**src/rtl/adc_bank_pkg.sv**
```systemverilog
package adc_bank_pkg;

   typedef enum logic {
      FMT_STRAIGHT = 1'b0,
      FMT_TWOS     = 1'b1
   } res_fmt_e;

endpackage

```
**src/rtl/adc_slot_store.sv**
```systemverilog
module adc_slot_store #(
   parameter int RAW_W   = 12,
   parameter bit HAS_SEC = 1'b0
) (
   input  logic             clk,
   input  logic             rst_n,
   input  logic             wr_en,
   input  logic [RAW_W-1:0] wr_raw,
   input  logic             dbuf_en,
   input  logic             rd_pri,
   input  logic             rd_sec,
   output logic [RAW_W-1:0] pri_raw,
   output logic             pri_vld,
   output logic             pri_ovr,
   output logic [RAW_W-1:0] sec_raw,
   output logic             sec_vld,
   output logic             sec_ovr
);

   logic to_sec;
   logic wr_pri;
   logic pri_keep_v, pri_keep_o;

   assign wr_pri     = wr_en & ~to_sec;
   assign pri_keep_v = pri_vld & ~rd_pri;
   assign pri_keep_o = pri_ovr & ~rd_pri;

   always_ff @(posedge clk or negedge rst_n) begin
      if (!rst_n) begin
         pri_raw <= '0;
         pri_vld <= 1'b0;
         pri_ovr <= 1'b0;
      end else if (wr_pri) begin
         pri_raw <= wr_raw;
         pri_vld <= 1'b1;
         pri_ovr <= pri_keep_o | pri_keep_v;
      end else begin
         pri_vld <= pri_keep_v;
         pri_ovr <= pri_keep_o;
      end
   end

   generate
      if (HAS_SEC) begin : g_sec
         logic ptr_q;
         logic wr_sec;
         logic sec_keep_v, sec_keep_o;

         assign to_sec     = dbuf_en & ptr_q;
         assign wr_sec     = wr_en & to_sec;
         assign sec_keep_v = sec_vld & ~rd_sec;
         assign sec_keep_o = sec_ovr & ~rd_sec;

         always_ff @(posedge clk or negedge rst_n) begin
            if (!rst_n)        ptr_q <= 1'b0;
            else if (!dbuf_en) ptr_q <= 1'b0;
            else if (wr_en)    ptr_q <= ~ptr_q;
         end

         always_ff @(posedge clk or negedge rst_n) begin
            if (!rst_n) begin
               sec_raw <= '0;
               sec_vld <= 1'b0;
               sec_ovr <= 1'b0;
            end else if (wr_sec) begin
               sec_raw <= wr_raw;
               sec_vld <= 1'b1;
               sec_ovr <= sec_keep_o | sec_keep_v;
            end else begin
               sec_vld <= sec_keep_v;
               sec_ovr <= sec_keep_o;
            end
         end

         // two results in a row on a double-buffered slot never land in the same register
         a_r5_alternate: assert property (@(posedge clk) disable iff (!rst_n)
            (wr_en && dbuf_en) |=> (ptr_q != $past(ptr_q) || !dbuf_en));
      end else begin : g_single
         logic unused_sec_in;
         assign unused_sec_in = ^{dbuf_en, rd_sec};
         assign to_sec  = 1'b0;
         assign sec_raw = '0;
         assign sec_vld = 1'b0;
         assign sec_ovr = 1'b0;
      end
   endgenerate

   a_r4_overrun_on_unread: assert property (@(posedge clk) disable iff (!rst_n)
      (wr_pri && pri_vld && !rd_pri) |=> pri_ovr);

   a_r3_read_clears_valid: assert property (@(posedge clk) disable iff (!rst_n)
      (rd_pri && !wr_pri) |=> (!pri_vld && !pri_ovr));

endmodule

```
**src/rtl/adc_irq_line.sv**
```systemverilog
module adc_irq_line #(
   parameter int NUM_SLOTS = 19,
   parameter int SLOT_W    = 5
) (
   input  logic                 clk,
   input  logic                 rst_n,
   input  logic                 start_valid,
   input  logic [SLOT_W-1:0]    start_slot,
   input  logic                 done_valid,
   input  logic [SLOT_W-1:0]    done_slot,
   input  logic [NUM_SLOTS-1:0] src_mask,
   input  logic [NUM_SLOTS-1:0] at_start,
   input  logic                 clr_flag,
   input  logic                 clr_ovw,
   input  logic                 line_en,
   output logic                 flag,
   output logic                 ovw,
   output logic                 irq
);

   localparam logic [SLOT_W-1:0] SLOT_LIM = SLOT_W'(NUM_SLOTS);

   logic start_hit, done_hit, hit;

   assign start_hit = start_valid && (start_slot < SLOT_LIM) &&
                      src_mask[start_slot] && at_start[start_slot];
   assign done_hit  = done_valid && (done_slot < SLOT_LIM) &&
                      src_mask[done_slot] && !at_start[done_slot];
   assign hit       = start_hit | done_hit;

   always_ff @(posedge clk or negedge rst_n) begin
      if (!rst_n) begin
         flag <= 1'b0;
         ovw  <= 1'b0;
      end else begin
         flag <= hit | (flag & ~clr_flag);
         ovw  <= (hit & flag) | (ovw & ~clr_ovw);
      end
   end

   assign irq = flag & line_en;

   a_r10_overwrite_seen: assert property (@(posedge clk) disable iff (!rst_n)
      (hit && flag) |=> ovw);

   a_r11_set_beats_clear: assert property (@(posedge clk) disable iff (!rst_n)
      hit |=> flag);

   a_r9_irq_needs_flag: assert property (@(posedge clk) disable iff (!rst_n)
      (!flag && !hit) |=> !irq);

endmodule

```
**src/rtl/adc_result_bank.sv**
```systemverilog
module adc_result_bank #(
   parameter int NUM_SLOTS = 19,
   parameter int NUM_DBUF  = 4,
   parameter int NUM_LINES = 4,
   parameter int RAW_W     = 12,
   parameter int RES_W     = 16,
   parameter int ADDR_W    = 5,
   parameter int DATA_W    = 32,
   parameter int SLOT_W    = $clog2(NUM_SLOTS + 1)
) (
   input  logic              clk,
   input  logic              rst_n,
   input  logic              start_valid,
   input  logic [SLOT_W-1:0] start_slot,
   input  logic              done_valid,
   input  logic [SLOT_W-1:0] done_slot,
   input  logic [RAW_W-1:0]  done_raw,
   input  logic              wr_en,
   input  logic              rd_en,
   input  logic [ADDR_W-1:0] addr,
   input  logic [DATA_W-1:0] wdata,
   output logic [DATA_W-1:0] rdata,
   output logic [NUM_LINES-1:0] irq
);
   import adc_bank_pkg::*;

   localparam int A_SEC_BASE  = NUM_SLOTS + 1;
   localparam int A_CTRL      = A_SEC_BASE + NUM_DBUF;
   localparam int A_POS       = A_CTRL + 1;
   localparam int A_MASK_BASE = A_POS + 1;
   localparam int A_STAT      = A_MASK_BASE + NUM_LINES;
   localparam int CTRL_W      = 1 + NUM_LINES + NUM_DBUF;
   localparam int EN_LSB      = 1;
   localparam int DB_LSB      = 1 + NUM_LINES;
   localparam int STAT_W      = 2 * NUM_LINES + 3;

   generate
      if (RAW_W > RES_W || RES_W + 2 > DATA_W || NUM_DBUF > NUM_SLOTS ||
          A_STAT >= (1 << ADDR_W) || STAT_W > DATA_W || NUM_SLOTS > DATA_W) begin : g_bad_cfg
         $error("adc_result_bank: parameter set does not fit the register map");
      end
   endgenerate

   logic [CTRL_W-1:0]    ctrl_q;
   logic [NUM_SLOTS-1:0] pos_q;
   logic [NUM_SLOTS-1:0] mask_q [NUM_LINES];

   res_fmt_e             fmt;
   logic [NUM_LINES-1:0] line_en;
   logic [NUM_DBUF-1:0]  dbuf_en;

   assign fmt     = res_fmt_e'(ctrl_q[0]);
   assign line_en = ctrl_q[EN_LSB +: NUM_LINES];
   assign dbuf_en = ctrl_q[DB_LSB +: NUM_DBUF];

   // ---------------- configuration registers ----------------
   always_ff @(posedge clk or negedge rst_n) begin
      if (!rst_n) begin
         ctrl_q <= '0;
         pos_q  <= '0;
         for (int l = 0; l < NUM_LINES; l++) mask_q[l] <= '0;
      end else if (wr_en) begin
         if (addr == ADDR_W'(A_CTRL)) ctrl_q <= wdata[CTRL_W-1:0];
         if (addr == ADDR_W'(A_POS))  pos_q  <= wdata[NUM_SLOTS-1:0];
         for (int l = 0; l < NUM_LINES; l++)
            if (addr == ADDR_W'(A_MASK_BASE + l)) mask_q[l] <= wdata[NUM_SLOTS-1:0];
      end
   end

   // ---------------- result storage ----------------
   logic [RAW_W-1:0]     pri_raw [NUM_SLOTS];
   logic [NUM_SLOTS-1:0] pri_vld, pri_ovr;
   logic [RAW_W-1:0]     sec_raw [NUM_DBUF];
   logic [NUM_DBUF-1:0]  sec_vld, sec_ovr;

   genvar s;
   generate
      for (s = 0; s < NUM_SLOTS; s++) begin : g_slot
         logic slot_wr, slot_rd;
         assign slot_wr = done_valid && (done_slot == SLOT_W'(s));
         assign slot_rd = rd_en && (addr == ADDR_W'(s));
         if (s < NUM_DBUF) begin : g_dual
            logic sec_rd;
            assign sec_rd = rd_en && (addr == ADDR_W'(A_SEC_BASE + s));
            adc_slot_store #(.RAW_W(RAW_W), .HAS_SEC(1'b1)) u_store (
               .clk     (clk),
               .rst_n   (rst_n),
               .wr_en   (slot_wr),
               .wr_raw  (done_raw),
               .dbuf_en (dbuf_en[s]),
               .rd_pri  (slot_rd),
               .rd_sec  (sec_rd),
               .pri_raw (pri_raw[s]),
               .pri_vld (pri_vld[s]),
               .pri_ovr (pri_ovr[s]),
               .sec_raw (sec_raw[s]),
               .sec_vld (sec_vld[s]),
               .sec_ovr (sec_ovr[s])
            );
         end else begin : g_one
            logic [RAW_W-1:0] unused_raw;
            logic             unused_v, unused_o;
            adc_slot_store #(.RAW_W(RAW_W), .HAS_SEC(1'b0)) u_store (
               .clk     (clk),
               .rst_n   (rst_n),
               .wr_en   (slot_wr),
               .wr_raw  (done_raw),
               .dbuf_en (1'b0),
               .rd_pri  (slot_rd),
               .rd_sec  (1'b0),
               .pri_raw (pri_raw[s]),
               .pri_vld (pri_vld[s]),
               .pri_ovr (pri_ovr[s]),
               .sec_raw (unused_raw),
               .sec_vld (unused_v),
               .sec_ovr (unused_o)
            );
         end
      end
   endgenerate

   // ---------------- interrupt lines ----------------
   logic [NUM_LINES-1:0] flag, ovw, clr_flag, clr_ovw;
   logic                 stat_wr;

   assign stat_wr  = wr_en && (addr == ADDR_W'(A_STAT));
   assign clr_flag = stat_wr ? wdata[NUM_LINES-1:0] : '0;
   assign clr_ovw  = stat_wr ? wdata[NUM_LINES +: NUM_LINES] : '0;

   genvar l;
   generate
      for (l = 0; l < NUM_LINES; l++) begin : g_line
         adc_irq_line #(.NUM_SLOTS(NUM_SLOTS), .SLOT_W(SLOT_W)) u_line (
            .clk         (clk),
            .rst_n       (rst_n),
            .start_valid (start_valid),
            .start_slot  (start_slot),
            .done_valid  (done_valid),
            .done_slot   (done_slot),
            .src_mask    (mask_q[l]),
            .at_start    (pos_q),
            .clr_flag    (clr_flag[l]),
            .clr_ovw     (clr_ovw[l]),
            .line_en     (line_en[l]),
            .flag        (flag[l]),
            .ovw         (ovw[l]),
            .irq         (irq[l])
         );
      end
   endgenerate

   // ---------------- read path ----------------
   function automatic logic [RES_W-1:0] fmt_result(input logic [RAW_W-1:0] raw, input res_fmt_e f);
      logic [RAW_W-1:0] flipped;
      flipped = {~raw[RAW_W-1], raw[RAW_W-2:0]};
      if (f == FMT_TWOS) return RES_W'($signed(flipped));
      return RES_W'(raw);
   endfunction

   function automatic logic [DATA_W-1:0] data_word(input logic [RAW_W-1:0] raw,
                                                   input logic v, input logic o, input res_fmt_e f);
      return DATA_W'({v, o, fmt_result(raw, f)});
   endfunction

   logic              sum_vld, sum_ovr;
   logic [STAT_W-1:0] stat_word;
   logic [DATA_W-1:0] rd_word;

   assign sum_vld   = (|pri_vld) | (|sec_vld);
   assign sum_ovr   = (|pri_ovr) | (|sec_ovr);
   assign stat_word = {sum_ovr, sum_vld, |ovw, ovw, flag};

   always_comb begin
      rd_word = '0;
      for (int i = 0; i < NUM_SLOTS; i++)
         if (addr == ADDR_W'(i)) rd_word = data_word(pri_raw[i], pri_vld[i], pri_ovr[i], fmt);
      for (int i = 0; i < NUM_DBUF; i++)
         if (addr == ADDR_W'(A_SEC_BASE + i)) rd_word = data_word(sec_raw[i], sec_vld[i], sec_ovr[i], fmt);
      if (addr == ADDR_W'(A_CTRL)) rd_word = DATA_W'(ctrl_q);
      if (addr == ADDR_W'(A_POS))  rd_word = DATA_W'(pos_q);
      for (int i = 0; i < NUM_LINES; i++)
         if (addr == ADDR_W'(A_MASK_BASE + i)) rd_word = DATA_W'(mask_q[i]);
      if (addr == ADDR_W'(A_STAT)) rd_word = DATA_W'(stat_word);
   end

   always_ff @(posedge clk or negedge rst_n) begin
      if (!rst_n)     rdata <= '0;
      else if (rd_en) rdata <= rd_word;
   end

   a_r1_rdata_holds: assert property (@(posedge clk) disable iff (!rst_n)
      !rd_en |=> $stable(rdata));

   a_r6_summary_tracks_flags: assert property (@(posedge clk) disable iff (!rst_n)
      (done_valid && done_slot < SLOT_W'(NUM_SLOTS)) |=> sum_vld);

endmodule

```
**config.mk**
```make
export PLATFORM = sky130hd
export DESIGN_NAME = adc_result_bank
export DESIGN_NICKNAME = d
export VERILOG_FILES = /design/src/rtl/adc_bank_pkg.sv /design/src/rtl/adc_slot_store.sv /design/src/rtl/adc_irq_line.sv /design/src/rtl/adc_result_bank.sv
export SDC_FILE = /design/constraint.sdc
export NUM_CORES = 1
export LEC_CHECK = 0
export CORE_MARGIN = 2
export CORE_UTILIZATION = 56
export CTS_CLUSTER_DIAMETER = 120
export CTS_CLUSTER_SIZE = 8
export DETAILED_ROUTE_END_ITERATION = 8
export HOLD_SLACK_MARGIN = 0.06
export PLACE_DENSITY = 0.83
export SYNTH_ARGS = -nofsm -noshare
export SYNTH_HDL_FRONTEND = slang
export SYNTH_SLANG_ARGS = --single-unit
export TNS_END_PERCENT = 50
```
**constraint.sdc**
```tcl
create_clock -name clk -period 2.2 [get_ports clk]
set_input_delay 0.33 -clock clk [delete_from_list [all_inputs] [get_ports clk]]
set_output_delay 0.33 -clock clk [all_outputs]
set_load 0.005 [all_outputs]
```
### Yosys cells after proc, flatten, opt, wreduce, memory -nomap -nowiden

Index checks and enable logic that the tools add are counted.

* output and inout bits: 36
* logic and storage cells: 567
* bits in registers: 470
* bits of input ports: 65

* reduce and logical (&&, ||, !) cells: 75
* magnitude comparators: 4
* equality and inequality tests: 51
* mux-type cells: 176
* bitwise operators: 173

Operators by type and width (count)
* 2-to-1 mux 32 bit: 28
* 2-to-1 mux 16 bit: 46
* 2-to-1 mux 1 bit: 88
* equality test 5 bit, second input constant: 17
* equality test 5 x 4 -> 1 bit, second input constant: 16
* bitwise AND 1 bit: 74
* inverter 1 bit: 62
* logical AND 1 bit: 61
* binary-select mux 1 bit (select 5 bit): 10
* equality test 5 x 3 -> 1 bit, second input constant: 8
* OR reduction 19 bit: 2
* OR 1 bit: 37
* 2-to-1 mux 18 bit: 2
* equality test 5 x 2 -> 1 bit, second input constant: 4
* less-than comparator 5 x 6 -> 1 bit, second input constant: 2
* AND reduction 2 bit: 6
* OR reduction 4 bit: 3
* equality test 5 x 1 -> 1 bit, second input constant: 2
* logical NOT 5 bit: 2
* less-than comparator 5 bit, second input constant: 2
* 2-to-1 mux 4 bit: 2
* inequality test 2 x 1 -> 1 bit, second input constant: 4
* logical NOT 1 bit: 1

### Longest topological paths before layout

Gate-level depths: netlist of the first run.

* word-level depth: 33
* gate-level depth with buffers: 11
* gate-level depth less buffers: 8

### Modules after synthesis

Synthesis of the first run repeated with hierarchy kept, for this count alone.

* cells, all modules: 2462
* area total of the unflattened synthesis: 27777.9 um^2

Modules (own cells, without submodules)
* adc_result_bank: area an instance 10163.5 um^2, sequential area each 3078.0 um^2, cells each 1164, instances 1
* adc_slot_store (g_slot[10].g_one.u_store ...): area an instance 656.9 um^2, sequential area each 350.3 um^2, cells each 46, instances 15
* adc_slot_store (g_slot[0].g_dual.u_store ...): area an instance 1092.3 um^2, sequential area each 725.7 um^2, cells each 67, instances 4
* adc_irq_line (g_line[0].u_line ...): area an instance 845.8 um^2, sequential area each 50.0 um^2, cells each 87, instances 3
* adc_irq_line (g_line[3].u_line): area an instance 854.6 um^2, sequential area each 50.0 um^2, cells each 79, instances 1

### Least setup slack after synthesis of the first run

No wires, ideal clock.

* path type: reg-to-reg
* start point: reg ctrl_q[0]
* end point: reg rdata[12]
* setup time: 145 ps
* cell stages (with the launch flop): 8
* slack: -9 ps
* period minus slack after synthesis: 2209 ps
* arrival: 2064 ps
* required time: 2055 ps
* path buffers: 0
* cell sequence: dfrtp_1 > ha_1 > mux2_2 > a32o_1 > a311oi_1 > a32oi_2 > o211ai_1 > a41oi_1

* longest elaborated chain between the ends: 33
* elaborated cells between the ends (all ways): 77
* those cells by class: mux (77)

Ends and longest elaborated chain
* from (decl): RTL line adc_result_bank.sv:44 `logic [CTRL_W-1:0] ctrl_q;`
* from (signal assigned): RTL line adc_result_bank.sv:63 `if (addr == ADDR_W'(A_CTRL)) ctrl_q <= wdata[CTRL_W-1:0];`
* 2-to-1 mux 1 bit (*): RTL line adc_result_bank.sv:156 `if (f == FMT_TWOS) return RES_W'($signed(flipped));`
* 2-to-1 mux 1 bit: RTL line adc_result_bank.sv:176 `if (addr == ADDR_W'(i)) rd_word = data_word(pri_raw[i], pri_vld[i], pri_ovr[i], fmt);`
* 2-to-1 mux 16 bit: RTL line adc_result_bank.sv:157 `return RES_W'(raw);`
* 2-to-1 mux 18 bit (2 in a row): RTL line adc_result_bank.sv:176
* 2-to-1 mux 32 bit (17 in a row): RTL line adc_result_bank.sv:176
* 2-to-1 mux 32 bit (3 in a row): RTL line adc_result_bank.sv:178 `if (addr == ADDR_W'(A_SEC_BASE + i)) rd_word = data_word(sec_raw[i], sec_vld[i], sec_ovr[i], fmt);`
* 2-to-1 mux 32 bit (*): RTL line adc_result_bank.sv:178
* 2-to-1 mux 32 bit (*): RTL line adc_result_bank.sv:179 `if (addr == ADDR_W'(A_CTRL)) rd_word = DATA_W'(ctrl_q);`
* 2-to-1 mux 32 bit (*): RTL line adc_result_bank.sv:180 `if (addr == ADDR_W'(A_POS)) rd_word = DATA_W'(pos_q);`
* 2-to-1 mux 32 bit (*) (4 in a row): RTL line adc_result_bank.sv:182 `if (addr == ADDR_W'(A_MASK_BASE + i)) rd_word = DATA_W'(mask_q[i]);`
* 2-to-1 mux 32 bit (*): RTL line adc_result_bank.sv:183 `if (addr == ADDR_W'(A_STAT)) rd_word = DATA_W'(stat_word);`
* to (signal assigned): RTL line adc_result_bank.sv:188 `else if (rd_en) rdata <= rd_word;`
* to (decl): RTL line adc_result_bank.sv:22 `output logic [DATA_W-1:0] rdata,`

Mark *: on every way between the ends. The rest lies on a longest branch, timed or not. The select of a mux whose other input is x is not followed.
A chain may end at the register's enable or synchronous reset.

### Worst setup path in the final report of the first run

Ends and elaborated chain as after synthesis.

==> summary.md, run 1 <==
| Metric | Value |
|---|---|
| Failing checks | `setup timing` |
| Worst-Skew Late Latency | `630 ps` |
| Initial detailed-routing violation count | `3209` |
| Critical Path RT | `2670 ps` |
| CP Launch Type | `register` |
| Drt drc | `0` |
| Initial antenna violation count | `4` |
| Clock Sinks | `457` |
| Post-route ant nets | `0` |
| Largest area contributor in the netlist | `dfrtp_1` |
| Post-synth top cells | `dfrtp_1 (457), mux2_2 (342), nand2_1 (198)` |
| Num CTS Buffers | `67` |
| PnR worst setup slack | `-100.5 ps` |
| Initial Util | `57.04%` |
| CTS Root Cell | `clkbuf_16` |
| Worst slew pin tran | `756.6 ps` |
| Syn Std Cell Area | `24730 sq um` |
| GR Overflow Total | `0` |
| Worst reg2reg setup slack | `-100 ps` |
| FF-to-FF path depth | `8` |
| Placed cell count | `3196` |
| Final worst path period need | `2300 ps` |
| Syn Area/Cell | `11.08 sq um` |
| Peak supply drop | `0.8818 mV` |
| Number of synthesized register bits | `457` |
| CTS H-tree depth | `3` |
| Hold Slack | `252.5 ps` |
| Post-place setup slack | `-593.1 ps` |
| Area share of the largest cell type after synthesis | `46.24%` |
| Synth top area cells | `dfrtp_1 (46%), mux2_2 (16%), mux4_2 (3.5%), nand2_1 (3.0%), a21oi_1 (2.4%)` |
| Crit-path max FO | `6` |
| Vias in the first global route | `22660` |
| Vias per cell | `6.895` |
| All-layer global routing usage | `44.61%` |
| DP HPWL | `74.90 mm` |
| Die height | `214.2 um` |
| FF-to-FF End | `rdata[12]` |
| Asr flop ratio synth | `100.0%` |
| First-pass GRT wire length | `151.8 mm` |
| Slew HR | `49.34%` |
| Worst Clk Skew | `30.01 ps` |
| Final WL | `101.4 mm` |
| Crit path arrival time | `2770 ps` |
| Hold WC Path Type | `in -> async` |
| CTS clk-pin slew, worst paths | `50 ps` |
| Total core area | `43360 sq um` |
| P_leak | `14.42 nW` |
| Fill cells | `3097` |
| Routability cong. | `1.003` |
| Vias | `22610` |
| Slew Limit Fails | `0` |
| Cell Pwr Density | `822.9 nW/um^2` |
| Yosys warns | `0` |
| Worst setup EP type | `register` |
| Wire length per cell | `30.92 um` |
| Final setup fails | `4` |
| Setup Crit Path Kind | `reg -> reg` |
| Area growth from synthesis to layout | `27.01%` |
| Fin crit share | `104.6%` |
| Nets | `2771` |
| Top-count cell post-synth | `dfrtp_1` |
| Die W | `214.2 um` |
| CTS tree | `done` |
| Overall Power | `25.85 mW` |
| Final Hold Viols | `0` |
| Max Clk Rate | `0.4347 GHz` |
| Largest net degree at the start of global routing | `88` |
| Syn Inst Count | `2232` |
| Rows | `76` |
| Most used DFF post-synth | `dfrtp_1` |
| Cell Count, Final, Fillers Out | `3279` |
| Post-place instance area | `29390 sq um` |
| Critical R2R Launch | `ctrl_q[0]` |
| Max-cap violation count | `0` |
| RSZ-0062 raised after global routing | `true` |
| First-pass detailed-route iteration total | `6` |
| Register area share after synthesis | `46.24%` |
| Finished Cell Area | `31410 sq um` |
| Post-synth EDFFs | `0` |
| Status | `finished, violations left` |
| Layout cells sized above 1 | `37.79%` |
| # IOs | `101` |
| PortBufs | `74` |
| Full die area | `45860 sq um` |
| Maximum buffer depth of the clock tree | `3` |
| Synth unique cells | `103` |
[placed cells by master, fill, tap and decap left out, types with 45 or more instances in the layout]
master	count
buf_12	53
o21ai_0	97
clkdlybuf4s50_1	65
nand2_1	198
buf_4	424
nor2_1	92
dfrtp_1	456
clkbuf_16	67
mux2_2	342
a21oi_1	121
inv_1	45
[layout make-up]
class	instances	area, sq um	area share (%)
clock inverters	8	205.2	0.6532
flip-flops and latches	457	11440	36.41
clock buffers	69	1684	5.361
repair buffers	553	4984	15.86
multi-input cells	1559	12200	38.82
inverters	45	168.9	0.5377
diodes	3	7.507	0.02390
well taps	585	732.0	2.330
[power by group]
group	switching (mW)	internal, mW	leakage [nW]
logic	2.53	2.62	7.67
registers	1.30	9.84	5.84
clock network	4.05	5.51	0.908
total	7.88	18.0	14.4
[critical path: stages (launching register included)]
cell and delay [ps]:
dfrtp_2 540, buf_6 190, ha_4 140, mux2i_1 150, nor3_1 90, a2111oi_2 350, nand4_1 270, o211ai_1 290
a41oi_1 160
[kinds of logic after synthesis]
| group | after synthesis | synth area share [%] |
|---|---|---|
| AND/OR/NAND/NOR | 554 | 11.60 |
| AO/OA/AOI/OAI | 541 | 14.94 |
| flip-flops | 457 | 46.24 |
| multiplexers | 424 | 20.97 |
| buffers and inverters | 228 | 4.932 |
| adder cells (fa/ha/maj) | 23 | 1.164 |
| XOR/XNOR | 4 | 0.1416 |
| other | 1 | 0.01516 |
[how the worst max path moves through the flow]
stage / slack, ps / endpoint / cells after the start / startpoint
finish: -100 / rdata[12] / 8 / ctrl_q[0]
global route: -130 / rdata[13] / 8 / ctrl_q[0]
CTS: -60 / rdata[12] / 8 / ctrl_q[0]
detailed placement: -590 / rdata[17] / 11 / addr[2]
global placement: -590 / rdata[2] / 8 / addr[1]
floorplan: 140 / rdata[12] / 7 / ctrl_q[0]
[per-stage QoR]
stage	utilization, %	TNS (ps)
finish	72.45	-151.0
global route	72.43	-412.3
CTS	72.40	-68.00
detailed placement	67.79	-63950
global placement	67.79	-54920
floorplan	-	0
[flip-flops by register name, summed over array words and instances, names as in the netlist, 9 cells and up]
signal and count:
ctrl_q 9, g_slot.g_dual.u_store.pri_raw 48, g_slot.g_dual.u_store.sec_raw 48, g_slot.g_one.u_store.pri_ovr 15, g_slot.g_one.u_store.pri_raw 180, g_slot.g_one.u_store.pri_vld 15
mask_q 76, pos_q 19, rdata 19
[per-layer routing]
| layer | global-route usage [%] | share of wire, % | vias to the layer above |
|---|---|---|---|
| met3 | 13.96 | 13 | 345 |
| met4 | 18.15 | 5.0 | 2 |
| met2 | 63.04 | 42 | 1678 |
| met1 | 63.82 | 40 | 11430 |
| met5 | 0 | 0.013 | - |
| li1 | - | - | 9156 |
[what timing repair did]
action	in CTS	in global routing
setup endpoints to repair	6	7
hold buffers	1	0
pin swaps	10	3
resized for setup	15	5
setup buffers	2	0
endpoints found under the hold margin	55	0
Power figures use the tool's default switching activity.
==> inputs of run 2 (changes only) <==
--- a/config.mk
+++ b/config.mk
@@ -5,6 +5,7 @@
 export SDC_FILE = /design/constraint.sdc
 export NUM_CORES = 1
 export LEC_CHECK = 0
+export ABC_CLOCK_PERIOD_IN_PS = 2200
 export CORE_MARGIN = 2
 export CORE_UTILIZATION = 56
 export CTS_CLUSTER_DIAMETER = 120
==> results of run 2 <==
Final layout, timing and power as in run 1 (identical DEF).
